<file path="config.mk">
export PLATFORM = sky130hd
export DESIGN_NAME = capture_seq_ctrl
export DESIGN_NICKNAME = d
export VERILOG_FILES = /design/src/rtl/capture_seq_pkg.sv /design/src/rtl/seq_next_state.sv /design/src/rtl/seq_delay_timer.sv /design/src/rtl/seq_out_reg.sv /design/src/rtl/capture_seq_ctrl.sv
export SDC_FILE = /design/constraint.sdc
export NUM_CORES = 1
export LEC_CHECK = 0
export BUFFER_PORTS_ARGS = -buffer_cell sky130_fd_sc_hd__clkbuf_2
export CAP_MARGIN = 10
export CORE_ASPECT_RATIO = 0.9
export CORE_UTILIZATION = 55
export DETAILED_ROUTE_END_ITERATION = 16
export GPL_TIMING_DRIVEN = 1
export PLACE_DENSITY = 0.84
export SYNTH_ARGS = -nofsm -noshare
export SYNTH_HDL_FRONTEND = slang
export SYNTH_SLANG_ARGS = --single-unit
</file>
<file path="constraint.sdc">
create_clock -name clk -period 4.78 [get_ports clk]
set_clock_uncertainty 0.15 [all_clocks]
set_input_delay 0.956 -clock clk [delete_from_list [all_inputs] [get_ports clk]]
set_output_delay 0.956 -clock clk [all_outputs]
set_load 0.03 [all_outputs]
</file>
<file path="src/rtl/capture_seq_pkg.sv">
package capture_seq_pkg;

  typedef enum logic [2:0] {
    ST_IDLE  = 3'd0,
    ST_CMD   = 3'd1,
    ST_WRITE = 3'd2,
    ST_READ  = 3'd3,
    ST_DELAY = 3'd4
  } seq_state_t;

  typedef enum logic [1:0] {
    MD_NONE  = 2'b00,
    MD_WR    = 2'b01,
    MD_RD    = 2'b10,
    MD_WR_RD = 2'b11
  } seq_mode_t;

endpackage

</file>
<file path="src/rtl/seq_next_state.sv">
module seq_next_state
  import capture_seq_pkg::*;
(
  input  seq_state_t cur_i,
  input  seq_mode_t  mode_q_i,
  input  logic       calib_done_i,
  input  logic       in_fifo_empty_i,
  input  logic       cmd_valid_i,
  input  logic [1:0] cmd_mode_i,
  input  logic       wr_done_i,
  input  logic       rd_done_i,
  input  logic       dly_last_i,
  output seq_state_t nxt_o,
  output logic       acc_wr_o,
  output logic       acc_rd_o
);

  always_comb begin
    nxt_o    = cur_i;
    acc_wr_o = 1'b0;
    acc_rd_o = 1'b0;
    case (cur_i)
      ST_IDLE: begin
        if (calib_done_i && in_fifo_empty_i) nxt_o = ST_CMD;
      end
      ST_CMD: begin
        if (cmd_valid_i) begin
          case (seq_mode_t'(cmd_mode_i))
            MD_WR, MD_WR_RD: begin
              nxt_o    = ST_WRITE;
              acc_wr_o = 1'b1;
            end
            MD_RD: begin
              nxt_o    = ST_READ;
              acc_rd_o = 1'b1;
            end
            default: nxt_o = ST_CMD;
          endcase
        end
      end
      ST_WRITE: begin
        if (wr_done_i) nxt_o = (mode_q_i == MD_WR_RD) ? ST_DELAY : ST_CMD;
      end
      ST_DELAY: begin
        if (dly_last_i) nxt_o = ST_READ;
      end
      ST_READ: begin
        if (rd_done_i) nxt_o = ST_CMD;
      end
      default: nxt_o = ST_IDLE;
    endcase
  end

endmodule

</file>
<file path="src/rtl/seq_delay_timer.sv">
module seq_delay_timer #(
  parameter int DELAY_CYC = 16
) (
  input  logic clk,
  input  logic rst,
  input  logic in_delay_i,
  output logic dly_last_o
);

  localparam int CNT_W = (DELAY_CYC > 1) ? $clog2(DELAY_CYC) : 1;
  localparam logic [CNT_W-1:0] LAST = CNT_W'(DELAY_CYC - 1);

  logic [CNT_W-1:0] cnt_q;

  always_ff @(posedge clk) begin
    if (rst || !in_delay_i) cnt_q <= '0;
    else if (cnt_q != LAST) cnt_q <= cnt_q + CNT_W'(1);
  end

  assign dly_last_o = in_delay_i && (cnt_q == LAST);

  // outside the pause the count is back at zero one edge later
  assert_cnt_clear_R9: assert property (@(posedge clk) disable iff (rst)
    !in_delay_i |=> (cnt_q == '0));

endmodule

</file>
<file path="src/rtl/seq_out_reg.sv">
module seq_out_reg
  import capture_seq_pkg::*;
#(
  parameter int PARAM_W = 16
) (
  input  logic               clk,
  input  logic               rst,
  input  seq_state_t         cur_i,
  input  seq_state_t         nxt_i,
  input  logic               acc_wr_i,
  input  logic               acc_rd_i,
  input  logic               cmd_valid_i,
  input  logic [1:0]         cmd_mode_i,
  input  logic [PARAM_W-1:0] cmd_param_i,
  output logic               wr_en_o,
  output logic               rd_en_o,
  output logic               cmd_ready_o,
  output logic               init_o,
  output logic               wr_load_o,
  output logic               rd_load_o,
  output seq_mode_t          mode_q_o,
  output logic [PARAM_W-1:0] cfg_param_o
);

  logic accept;
  assign accept = acc_wr_i || acc_rd_i;

  always_ff @(posedge clk) begin
    if (rst) begin
      wr_en_o     <= 1'b0;
      rd_en_o     <= 1'b0;
      cmd_ready_o <= 1'b0;
      init_o      <= 1'b1;
      wr_load_o   <= 1'b0;
      rd_load_o   <= 1'b0;
      mode_q_o    <= MD_NONE;
      cfg_param_o <= '0;
    end else begin
      wr_en_o     <= (nxt_i == ST_WRITE);
      rd_en_o     <= (nxt_i == ST_READ);
      cmd_ready_o <= (nxt_i == ST_CMD);
      init_o      <= (nxt_i == ST_IDLE);
      wr_load_o   <= acc_wr_i;
      rd_load_o   <= acc_rd_i || ((cur_i == ST_WRITE) && (nxt_i == ST_DELAY));
      if (accept) begin
        mode_q_o    <= seq_mode_t'(cmd_mode_i);
        cfg_param_o <= cmd_param_i;
      end else if (nxt_i == ST_IDLE) begin
        mode_q_o    <= MD_NONE;
        cfg_param_o <= '0;
      end
    end
  end

  // no write-parameter strobe unless the previous state was CMD
  assert_wload_only_cmd_R3: assert property (@(posedge clk) disable iff (rst)
    (cur_i != ST_CMD) |=> !wr_load_o);

  // the parameter register holds outside the command window
  assert_cfg_hold_R3: assert property (@(posedge clk) disable iff (rst)
    (cur_i != ST_CMD && nxt_i != ST_IDLE) |=> $stable(cfg_param_o));

  // the unused mode code leaves parameters and strobes untouched
  assert_undef_ignored_R6: assert property (@(posedge clk) disable iff (rst)
    (cur_i == ST_CMD && cmd_valid_i && cmd_mode_i == 2'b00)
      |=> ($stable(cfg_param_o) && !wr_load_o && !rd_load_o));

endmodule

</file>
<file path="src/rtl/capture_seq_ctrl.sv">
module capture_seq_ctrl
  import capture_seq_pkg::*;
#(
  parameter int PARAM_W   = 16,
  parameter int DELAY_CYC = 16
) (
  input  logic               clk,
  input  logic               rst,
  input  logic               calib_done_i,
  input  logic               in_fifo_empty_i,
  input  logic               cmd_valid_i,
  input  logic [1:0]         cmd_mode_i,
  input  logic [PARAM_W-1:0] cmd_param_i,
  input  logic               wr_done_i,
  input  logic               rd_done_i,
  output logic [2:0]         state_o,
  output logic               wr_en_o,
  output logic               rd_en_o,
  output logic               cmd_ready_o,
  output logic               init_o,
  output logic               wr_load_o,
  output logic               rd_load_o,
  output logic [PARAM_W-1:0] cfg_param_o
);

  seq_state_t state_q;
  seq_state_t state_d;
  seq_mode_t  mode_q;
  logic       acc_wr;
  logic       acc_rd;
  logic       dly_last;

  seq_next_state u_next (
    .cur_i           (state_q),
    .mode_q_i        (mode_q),
    .calib_done_i    (calib_done_i),
    .in_fifo_empty_i (in_fifo_empty_i),
    .cmd_valid_i     (cmd_valid_i),
    .cmd_mode_i      (cmd_mode_i),
    .wr_done_i       (wr_done_i),
    .rd_done_i       (rd_done_i),
    .dly_last_i      (dly_last),
    .nxt_o           (state_d),
    .acc_wr_o        (acc_wr),
    .acc_rd_o        (acc_rd)
  );

  always_ff @(posedge clk) begin
    if (rst) state_q <= ST_IDLE;
    else     state_q <= state_d;
  end

  seq_delay_timer #(.DELAY_CYC(DELAY_CYC)) u_timer (
    .clk        (clk),
    .rst        (rst),
    .in_delay_i (state_q == ST_DELAY),
    .dly_last_o (dly_last)
  );

  seq_out_reg #(.PARAM_W(PARAM_W)) u_out (
    .clk         (clk),
    .rst         (rst),
    .cur_i       (state_q),
    .nxt_i       (state_d),
    .acc_wr_i    (acc_wr),
    .acc_rd_i    (acc_rd),
    .cmd_valid_i (cmd_valid_i),
    .cmd_mode_i  (cmd_mode_i),
    .cmd_param_i (cmd_param_i),
    .wr_en_o     (wr_en_o),
    .rd_en_o     (rd_en_o),
    .cmd_ready_o (cmd_ready_o),
    .init_o      (init_o),
    .wr_load_o   (wr_load_o),
    .rd_load_o   (rd_load_o),
    .mode_q_o    (mode_q),
    .cfg_param_o (cfg_param_o)
  );

  assign state_o = state_q;

  // reset always lands in IDLE
  assert_reset_idle_R1: assert property (@(posedge clk)
    rst |=> (state_q == ST_IDLE && init_o));

  // IDLE is held until calibration and an empty input FIFO
  assert_idle_hold_R2: assert property (@(posedge clk) disable iff (rst)
    (state_q == ST_IDLE && !(calib_done_i && in_fifo_empty_i)) |=> (state_q == ST_IDLE));

  // write-only completion returns to the command window
  assert_wr_only_exit_R7: assert property (@(posedge clk) disable iff (rst)
    (state_q == ST_WRITE && wr_done_i && mode_q == MD_WR) |=> (state_q == ST_CMD));

  // write-then-read completion enters DELAY with a read-parameter strobe
  assert_wr_rd_delay_R8: assert property (@(posedge clk) disable iff (rst)
    (state_q == ST_WRITE && wr_done_i && mode_q == MD_WR_RD)
      |=> (state_q == ST_DELAY && rd_load_o));

  // DELAY only leaves for READ, and does so when the timer expires
  assert_delay_exit_R9: assert property (@(posedge clk) disable iff (rst)
    (state_q == ST_DELAY) |=> (state_q == ST_DELAY || state_q == ST_READ));
  assert_delay_done_R9: assert property (@(posedge clk) disable iff (rst)
    (state_q == ST_DELAY && dly_last) |=> (state_q == ST_READ));

  // read completion returns to the command window
  assert_rd_exit_R10: assert property (@(posedge clk) disable iff (rst)
    (state_q == ST_READ && rd_done_i) |=> (state_q == ST_CMD));

  // enables track the state register and never overlap
  assert_enables_R11: assert property (@(posedge clk) disable iff (rst)
    (wr_en_o == (state_q == ST_WRITE)) && (rd_en_o == (state_q == ST_READ)) &&
    (cmd_ready_o == (state_q == ST_CMD)) && (init_o == (state_q == ST_IDLE)));
  assert_enables_excl_R11: assert property (@(posedge clk) disable iff (rst)
    $onehot0({wr_en_o, rd_en_o, cmd_ready_o, init_o}));

  // a done input from the wrong phase does not move the machine out of CMD
  assert_stray_done_R12: assert property (@(posedge clk) disable iff (rst)
    (state_q == ST_CMD && !cmd_valid_i) |=> (state_q == ST_CMD));

endmodule

</file>
Word level (Yosys, flattened, before mapping)
Index checks and enable logic that the tools add are counted.
Word-level totals
  flip-flop bits (word level): 31
  output and inout bits: 25
Operators by class
  add/sub/neg operators: 1
  eq/ne operators: 14
  mux-type cells: 18
  reduce and logical (&&, ||, !) cells: 11
Operators with widths (number)
  16-bit two-way mux: 2
  3-bit two-way mux: 6
  3-bit one-hot mux with 5 select lines: 1
  3-bit by 2-bit == test with 1-bit output (second input constant): 4
  2-bit == test (second input constant): 3
  3-bit by 1-bit == test with 1-bit output (second input constant): 2
  3-bit == test (second input constant): 2
  3-bit logical NOT: 2
  1-bit two-way mux: 6
  4-bit by 1-bit adder with 4-bit output (second input constant): 1
  4-bit == test (second input constant): 1
  2-bit two-way mux: 2
  4-bit inequality test (second input constant): 1
  2-bit one-hot mux with 2 select lines: 1
  1-bit logical AND: 3
  1-bit logical OR: 3
  2-bit by 1-bit == test with 1-bit output (second input constant): 1
  2-bit nonzero test: 1
  2-bit OR reduction: 1
  1-bit logical NOT: 1

Depth between registers and ports, before layout
Gate-level depths: netlist of the first run.
  depth in word-level cells: 8
  mapped depth: 7

Modules after synthesis
A second synthesis of the first run with hierarchy kept.
Unflattened totals
  cells, all modules: 108
  area total of the unflattened synthesis: 1242.4 um2
By module, submodules not included
  seq_out_reg: times used 1, cells each 60, area each 804.5 um2, seq. area each 480.5 um2
  seq_delay_timer: times used 1, cells each 20, area each 205.2 um2, seq. area each 80.1 um2
  seq_next_state: times used 1, cells each 21, area each 141.4 um2, seq. area each 0.0 um2
  capture_seq_ctrl: times used 1, cells each 7, area each 91.3 um2, seq. area each 60.1 um2

Least setup slack after synthesis of the first run
OpenSTA, ideal clock, no wires.
  kind: in2reg
  start: input port wr_done_i
  end: register u_out.mode_q_o[1]
  arrival time: 1.897 ns
  required time: 4.544 ns
  path slack: 2.646 ns
  stages: 5
  buffers on the path: 1
  cell sequence: mux2_4 -> o32ai_2 -> buf_4 -> nor2_2 -> a221oi_2
On the way
  cells in the longest elaborated chain, start to end: 4
RTL lines
  start, declared: RTL line capture_seq_ctrl.sv:14  | input logic wr_done_i,
  3-bit two-way mux: RTL line seq_next_state.sv:42  | if (wr_done_i) nxt_o = (mode_q_i == MD_WR_RD) ? ST_DELAY : ST_CMD;
  3-bit one-hot mux with 5 select lines: RTL line seq_next_state.sv:22  | case (cur_i)
  3-bit logical NOT: RTL line seq_out_reg.sv:48  | end else if (nxt_i == ST_IDLE) begin
  2-bit nonzero test (no source line)
  end signal, assigned: RTL line seq_out_reg.sv:46  | mode_q_o <= seq_mode_t'(cmd_mode_i);
  end, declared: RTL line seq_out_reg.sv:21  | output seq_mode_t mode_q_o,
Every way passes these cells.
A chain may end at the register's enable or synchronous reset.

Final worst setup path of the first run
  start: input port cmd_valid_i
  end: register u_out.mode_q_o[1]
On the way
  cells in the longest elaborated chain, start to end: 4
RTL lines
  start, declared: RTL line capture_seq_ctrl.sv:11  | input logic cmd_valid_i,
  3-bit two-way mux or 1-bit two-way mux (tied branches): RTL line seq_next_state.sv:27  | if (cmd_valid_i) begin
  3-bit one-hot mux with 5 select lines or 1-bit two-way mux (tied branches): RTL line seq_next_state.sv:22
  3-bit logical NOT or 1-bit logical OR (tied branches): RTL line seq_out_reg.sv:48, seq_out_reg.sv:26
  2-bit nonzero test (no source line) or 2-bit two-way mux (tied branches)
Several ways; a longest one is shown, not always the timed one.

==> results.tsv, run 1 <==
metric	value	unit
ys.flop_type	dfxtp_1	
max_stage_delay	0.92	ns
cp_data_required_time	4.86	ns
multi_input_area	985.9	sq um
synth-simple-area-share	28.41	%
routedWlPerCell	13.48	um
grt_use_met2	44.14	%
tritoncts	yes	
finalHoldViolations	0	
cts_buffers	5	
cp_cell_sequence	clkbuf_2 -> nor4bb_4 -> nand2_1 -> a221oi_2	
grt_max_degree	28	
yosysSeqAreaShare	36.80	%
fp-row-count	18	
syn_nets	227	
die_h	54.54	um
synth_edf_count	0	
die_x	60.37	um
drive_gt1_share	28.51	%
hp-start	u_timer.cnt_q[3]	
ant_nets	0	
root_buffer	clkbuf_4	
syn_area	1687	sq um
cts_resized	0	
synth_fa_ha_area_share	0.7418	%
routed_wl	3.800	mm
cts.path.max_buffers	2	
met1_usage	32.61	%
synth.area.top_cells	dfxtp_1 (37%), o31ai_1 (7.6%), nand2b_1 (6.3%)	
top_usage_layer	met2	
slowest_stage	nor4bb_4	
dr_total_vias	1605	
synth.top_cell.area_share	36.80	%
max_clock_freq	414.7	MHz
drv_cap	0	
io_buffers	49	
firstDrtPassIters	4	
grt.total_usage	25.97	%
setup_viol	0	
synth_top_family_by_area	simple AND/OR/NAND/NOR gates	
gr-usage-met3	5.201	%
clkTransAtPathRegs	0.09	ns
ir_drop	181.4	uV
drv_slew	0	
nFillCells	252	
status	completed	
hpwl	2.489	mm
worstPathArrival	2.49	ns
period_share	50.45	%
h-tree-depth	2	
post_synth_inst_count	201	
num_antenna_cells	0	
rr_endpoint	u_out.mode_q_o[1]	
ys_warn_count	0	
power.density	242.4	nW/um^2
syn_area_per_cell	8.391	sq um
finalNonFillerCells	282	
fin_total_pwr	475.5	uW
synth_seq_cells	31	
cp-end-kind	flop	
rsz0062_at_grt	false	
drtIter0Drc	100	
yosys.area.top_type	dfxtp_1	
reg2reg_depth	4	
r2r_start	state_o[1]	
overflow	0	
synth_mux_area_share	1.484	%
final_core_util	69.14	%
ff2ff_setup_slack	2.56	ns
start_util	59.44	%
ios	50	
gp_congestion	0.7183	
hold_buffers	0	
area_delta_synth_final	16.32	%
leakagePower	0.0009184	uW
holdPathEnd	u_timer.cnt_q[3]	
cts_sinks	31	
crit_start	cmd_valid_i	
synth_xor_area_share	0.5193	%
tns	0	ns
whs	0.3588	ns
core_area	2838	sq um
post_drt_via_cell_ratio	5.691	
hold_depth	1	
hp-class	reg -> reg	
worstSkewPairLatency	0.33	ns
period_minus_slack	2.411	ns
antenna_found_initial	0	
dieArea	3292	sq um
post-cts-setup-buffers	0	
crit_path_start_kind	input port	
synth_cell_types	41	
worstMarginPinSlew	1.041	ns
route.detailed.drc	0	
grt_pass1_vias	1482	
cp_max_fo	18	
synth_compound_area_share	26.41	%
ys_async_sr_fraction	0	%
final_nets	269	
dp_cells	276	
seqCellArea	620.6	sq um
worstSetupPathType	in -> reg	
yosys-top-cells-count	dfxtp_1 (31), nand2_1 (21), nand3_1 (18)	
grt_pass1_wl	6.334	mm
post-synth-top-count-cell	dfxtp_1	
relSlewSlack	30.50	%
sequential cells by signal, indices dropped and copies added (netlist names):
register,flops
u_out.cmd_ready_o,1
u_out.init_o,1
state_o,3
u_out.mode_q_o,2
u_out.cfg_param_o,16
u_out.wr_en_o,1
u_timer.cnt_q,4
u_out.wr_load_o,1
u_out.rd_load_o,1
u_out.rd_en_o,1
layout make-up:
class / count / area share (%)
well taps: 40 / 2.551
repair buffers: 50 / 12.88
multi-input cells: 152 / 50.26
flip-flops and latches: 31 / 31.63
inverters: 3 / 0.5740
clock buffers: 6 / 2.105
cells by family after synthesis:
kind of cell	after synthesis
and+or+nand+nor	83
AOI/OAI and AO/OA	65
DFF	31
buffers and inverters	18
muxes	2
xor gates and xnor gates	1
adders and majority gates	1
worst max path at each step:
stage	endpoint	slack, ns	depth (start not counted)
floorplan	u_out.mode_q_o[1]	2.65	5
global placement	u_out.mode_q_o[1]	2.19	5
detailed placement	u_out.mode_q_o[1]	2.11	4
CTS	u_out.mode_q_o[1]	2.44	4
global route	u_out.mode_q_o[1]	2.27	5
finish	u_out.mode_q_o[1]	2.37	4
power breakdown:
group	internal [uW]	switching (uW)
logic	25.6	45.3
registers	264	4.75
clock network	52.2	83.7
placed cells by master (no fill, tap or decap), types with 2 or more instances in the layout:
master / synthesis / routed
o31ai_1: 17 / 17
nor2_1: 9 / 9
nand4bb_1: 2 / 2
a211oi_1: 3 / 3
o21a_1: 2 / 2
clkbuf_2: 0 / 49
o21ai_1: 11 / 11
nor3_2: 2 / 2
nand2_1: 21 / 21
a21oi_1: 17 / 17
clkbuf_4: 0 / 5
nand3_1: 18 / 18
or2_1: 2 / 2
inv_1: 3 / 3
dfxtp_1: 31 / 31
nand2b_1: 17 / 17
o21ai_0: 7 / 7
nor2b_1: 2 / 2
through the flow:
| stage | area [sq um] | setup slack, ns |
|---|---|---|
| 2_1_floorplan | 1687 | 2.646 |
| 3_3_place_gp | 1921 | 2.192 |
| 3_5_place_dp | 1921 | 2.109 |
| 4_1_cts | 1962 | 2.436 |
| 5_1_grt | 1962 | 2.273 |
| 6_report | 1962 | 2.369 |
metal layers:
metal,share of wire (%),vias up
met1,46,726
met5,0,-
met3,6.2,7
li1,-,805
met2,46,67
met4,1.3,0
critical path, delay by kind of cell:
family	cells	cell delay, ns
buffers and inverters	1	0.11
AOI/OAI and AO/OA	1	0.29
and+or+nand+nor	2	1.14
No activity file was read; power rests on OpenSTA's default activity.
==> run 2, diff against run 1 <==
--- a/config.mk
+++ b/config.mk
@@ -8,10 +8,10 @@
 export BUFFER_PORTS_ARGS = -buffer_cell sky130_fd_sc_hd__clkbuf_2
 export CAP_MARGIN = 10
 export CORE_ASPECT_RATIO = 0.9
-export CORE_UTILIZATION = 55
+export CORE_UTILIZATION = 51
 export DETAILED_ROUTE_END_ITERATION = 16
 export GPL_TIMING_DRIVEN = 1
-export PLACE_DENSITY = 0.84
+export PLACE_DENSITY = 0.79
 export SYNTH_ARGS = -nofsm -noshare
 export SYNTH_HDL_FRONTEND = slang
 export SYNTH_SLANG_ARGS = --single-unit
==> constraint.sdc (replaced) <==
create_clock -name clk -period 2.25 [get_ports clk]
set_clock_uncertainty 0.15 [all_clocks]
set_input_delay 0.45 -clock clk [delete_from_list [all_inputs] [get_ports clk]]
set_output_delay 0.45 -clock clk [all_outputs]
set_load 0.03 [all_outputs]
==> run 2 against run 1 <==
Via count about the same. Hold slack worse by 0.21 ns. Critical endpoint unchanged. Global-route usage down 2.1 points. Wire length up 1.3%. Count of clock-buffer cells in the layout up 1. First-iteration DRC count down 22%. Clock power up 130%.
==> results.tsv, run 2 (same netlist as run 1, synthesis figures left out) <==
metric	value	unit
tritoncts	yes	
num_antenna_cells	0	
max_stage_delay	0.69	ns
period_share	92.55	%
mostFrequentLayoutCell	clkbuf_2	
slowest_stage	a21oi_2	
final_nets	271	
gp_congestion	0.8082	
r2r_start	state_o[1]	
dieArea	3541	sq um
final_cell_mix	clkbuf_2 (49), dfxtp_1 (31), nand2_1 (21)	
post-cts-setup-buffers	0	
cp_cell_sequence	nand4bb_1 -> a21oi_2 -> nor3_2 -> a221oi_2	
grt_pass1_vias	1468	
h-tree-depth	2	
cp_max_fo	18	
ios	50	
hpwl	2.587	mm
firstDrtPassIters	4	
hp-class	in -> reg	
relSlewSlack	44.74	%
cp_data_required_time	2.36	ns
cts_sinks	31	
overflow	0	
hold_buffers	0	
leakagePower	0.0009329	uW
cts_buffers	5	
switching_share	28.82	%
grt_max_degree	28	
routed_wl	3.848	mm
hp-start	cmd_param_i[4]	
cts.path.max_buffers	2	
finalHoldViolations	0	
route.detailed.drc	0	
crit_start	state_o[1]	
cts_resized	0	
routedWlPerCell	13.36	um
grt.total_usage	23.89	%
worstMarginPinSlew	0.8289	ns
p_sw	298.4	uW
ir_drop	428.7	uV
ant_nets	0	
root_buffer	clkbuf_4	
rsz0062_at_grt	false	
p_seq_share	55.2	%
reg2reg_depth	4	
setup_viol	0	
largest_register	u_out.cfg_param_o	
max_clock_freq	480.2	MHz
drv_cap	0	
p_clk_share	30.4	%
dr_total_vias	1604	
final_design_area_no_fill	1979	sq um
combPwrFrac	14.4	%
post_drt_via_cell_ratio	5.569	
worstSetupPathType	reg -> reg	
rr_endpoint	u_out.mode_q_o[1]	
die_h	56.56	um
drv_slew	0	
power.density	523.0	nW/um^2
holdPathEnd	u_out.cfg_param_o[4]	
die_x	62.62	um
core_area	3090	sq um
worstSkewPairLatency	0.34	ns
antenna_found_initial	0	
crit_path_start_kind	flop	
drive_gt1_share	29.27	%
ff2ff_setup_slack	0.17	ns
tns	0	ns
fin_total_pwr	1035	uW
worstPathArrival	2.20	ns
p_int	736.8	uW
hold_depth	3	
clkTransAtPathRegs	0.10	ns
io_buffers	49	
start_util	54.57	%
grt_pass1_wl	6.555	mm
placed_area	1929	sq um
fp-row-count	19	
largest_reg_flops	16	
drtIter0Drc	78	
cp-end-kind	flop	
area_delta_synth_final	17.36	%
period_minus_slack	2.082	ns
status	completed	
[run 2: through the flow]
step           hold slack, ns  instances  worst slack (ns)  util [%]
6_report               0.1440        288            0.1675     64.05
4_1_cts                0.1430        288            0.1884     64.05
5_1_grt                0.1506        288           0.03999     64.05
3_3_place_gp           0.3408        280            0.2603     62.43
2_1_floorplan          0.3110        201            0.3850         -
3_5_place_dp           0.3428        280            0.1929     62.43
[run 2: per-layer routing]
layer	share of wire, %	vias up	track usage (%)
met5	0	-	0
met4	2.7	0	13.95
met3	6.7	12	6.707
met2	44	56	36.02
met1	47	723	30.39
li1	-	813	-
[run 2: area by class of cell]
cell class                      count  area, sq um
Tap cell                           42        52.55
Inverter                            3        11.26
Fill cell                         293         1111
Sequential cell                    31        620.6
Clock inverter                      1        5.005
Multi-Input combinational cell    152        977.2
Timing Repair Buffer               52        267.8
Clock buffer                        7        45.04
[run 2: worst max path at each step]
stage	endpoint	slack, ns	cells after the start
2_1_floorplan	u_out.mode_q_o[1]	0.39	5
3_3_place_gp	u_out.mode_q_o[1]	0.26	5
3_5_place_dp	u_out.mode_q_o[1]	0.19	5
4_1_cts	u_out.mode_q_o[1]	0.19	4
5_1_grt	u_out.mode_q_o[1]	0.04	4
6_report	u_out.mode_q_o[1]	0.17	4
[run 2: critical path: cells and delay by family, from the launching register on]
kind / cells / cell delay, ns
simple gates: 2 / 0.46
flops: 1 / 0.42
compound gates: 2 / 0.96
[run 2: power by group through the flow]
stage / sequential [uW] / combinational, uW / clock, uW
2_1_floorplan: 606 / 79.0 / 0
3_3_place_gp: 583 / 146 / 0
3_5_place_dp: 584 / 148 / 0
4_1_cts: 571 / 149 / 320
5_1_grt: 573 / 160 / 352
6_report: 571 / 150 / 314
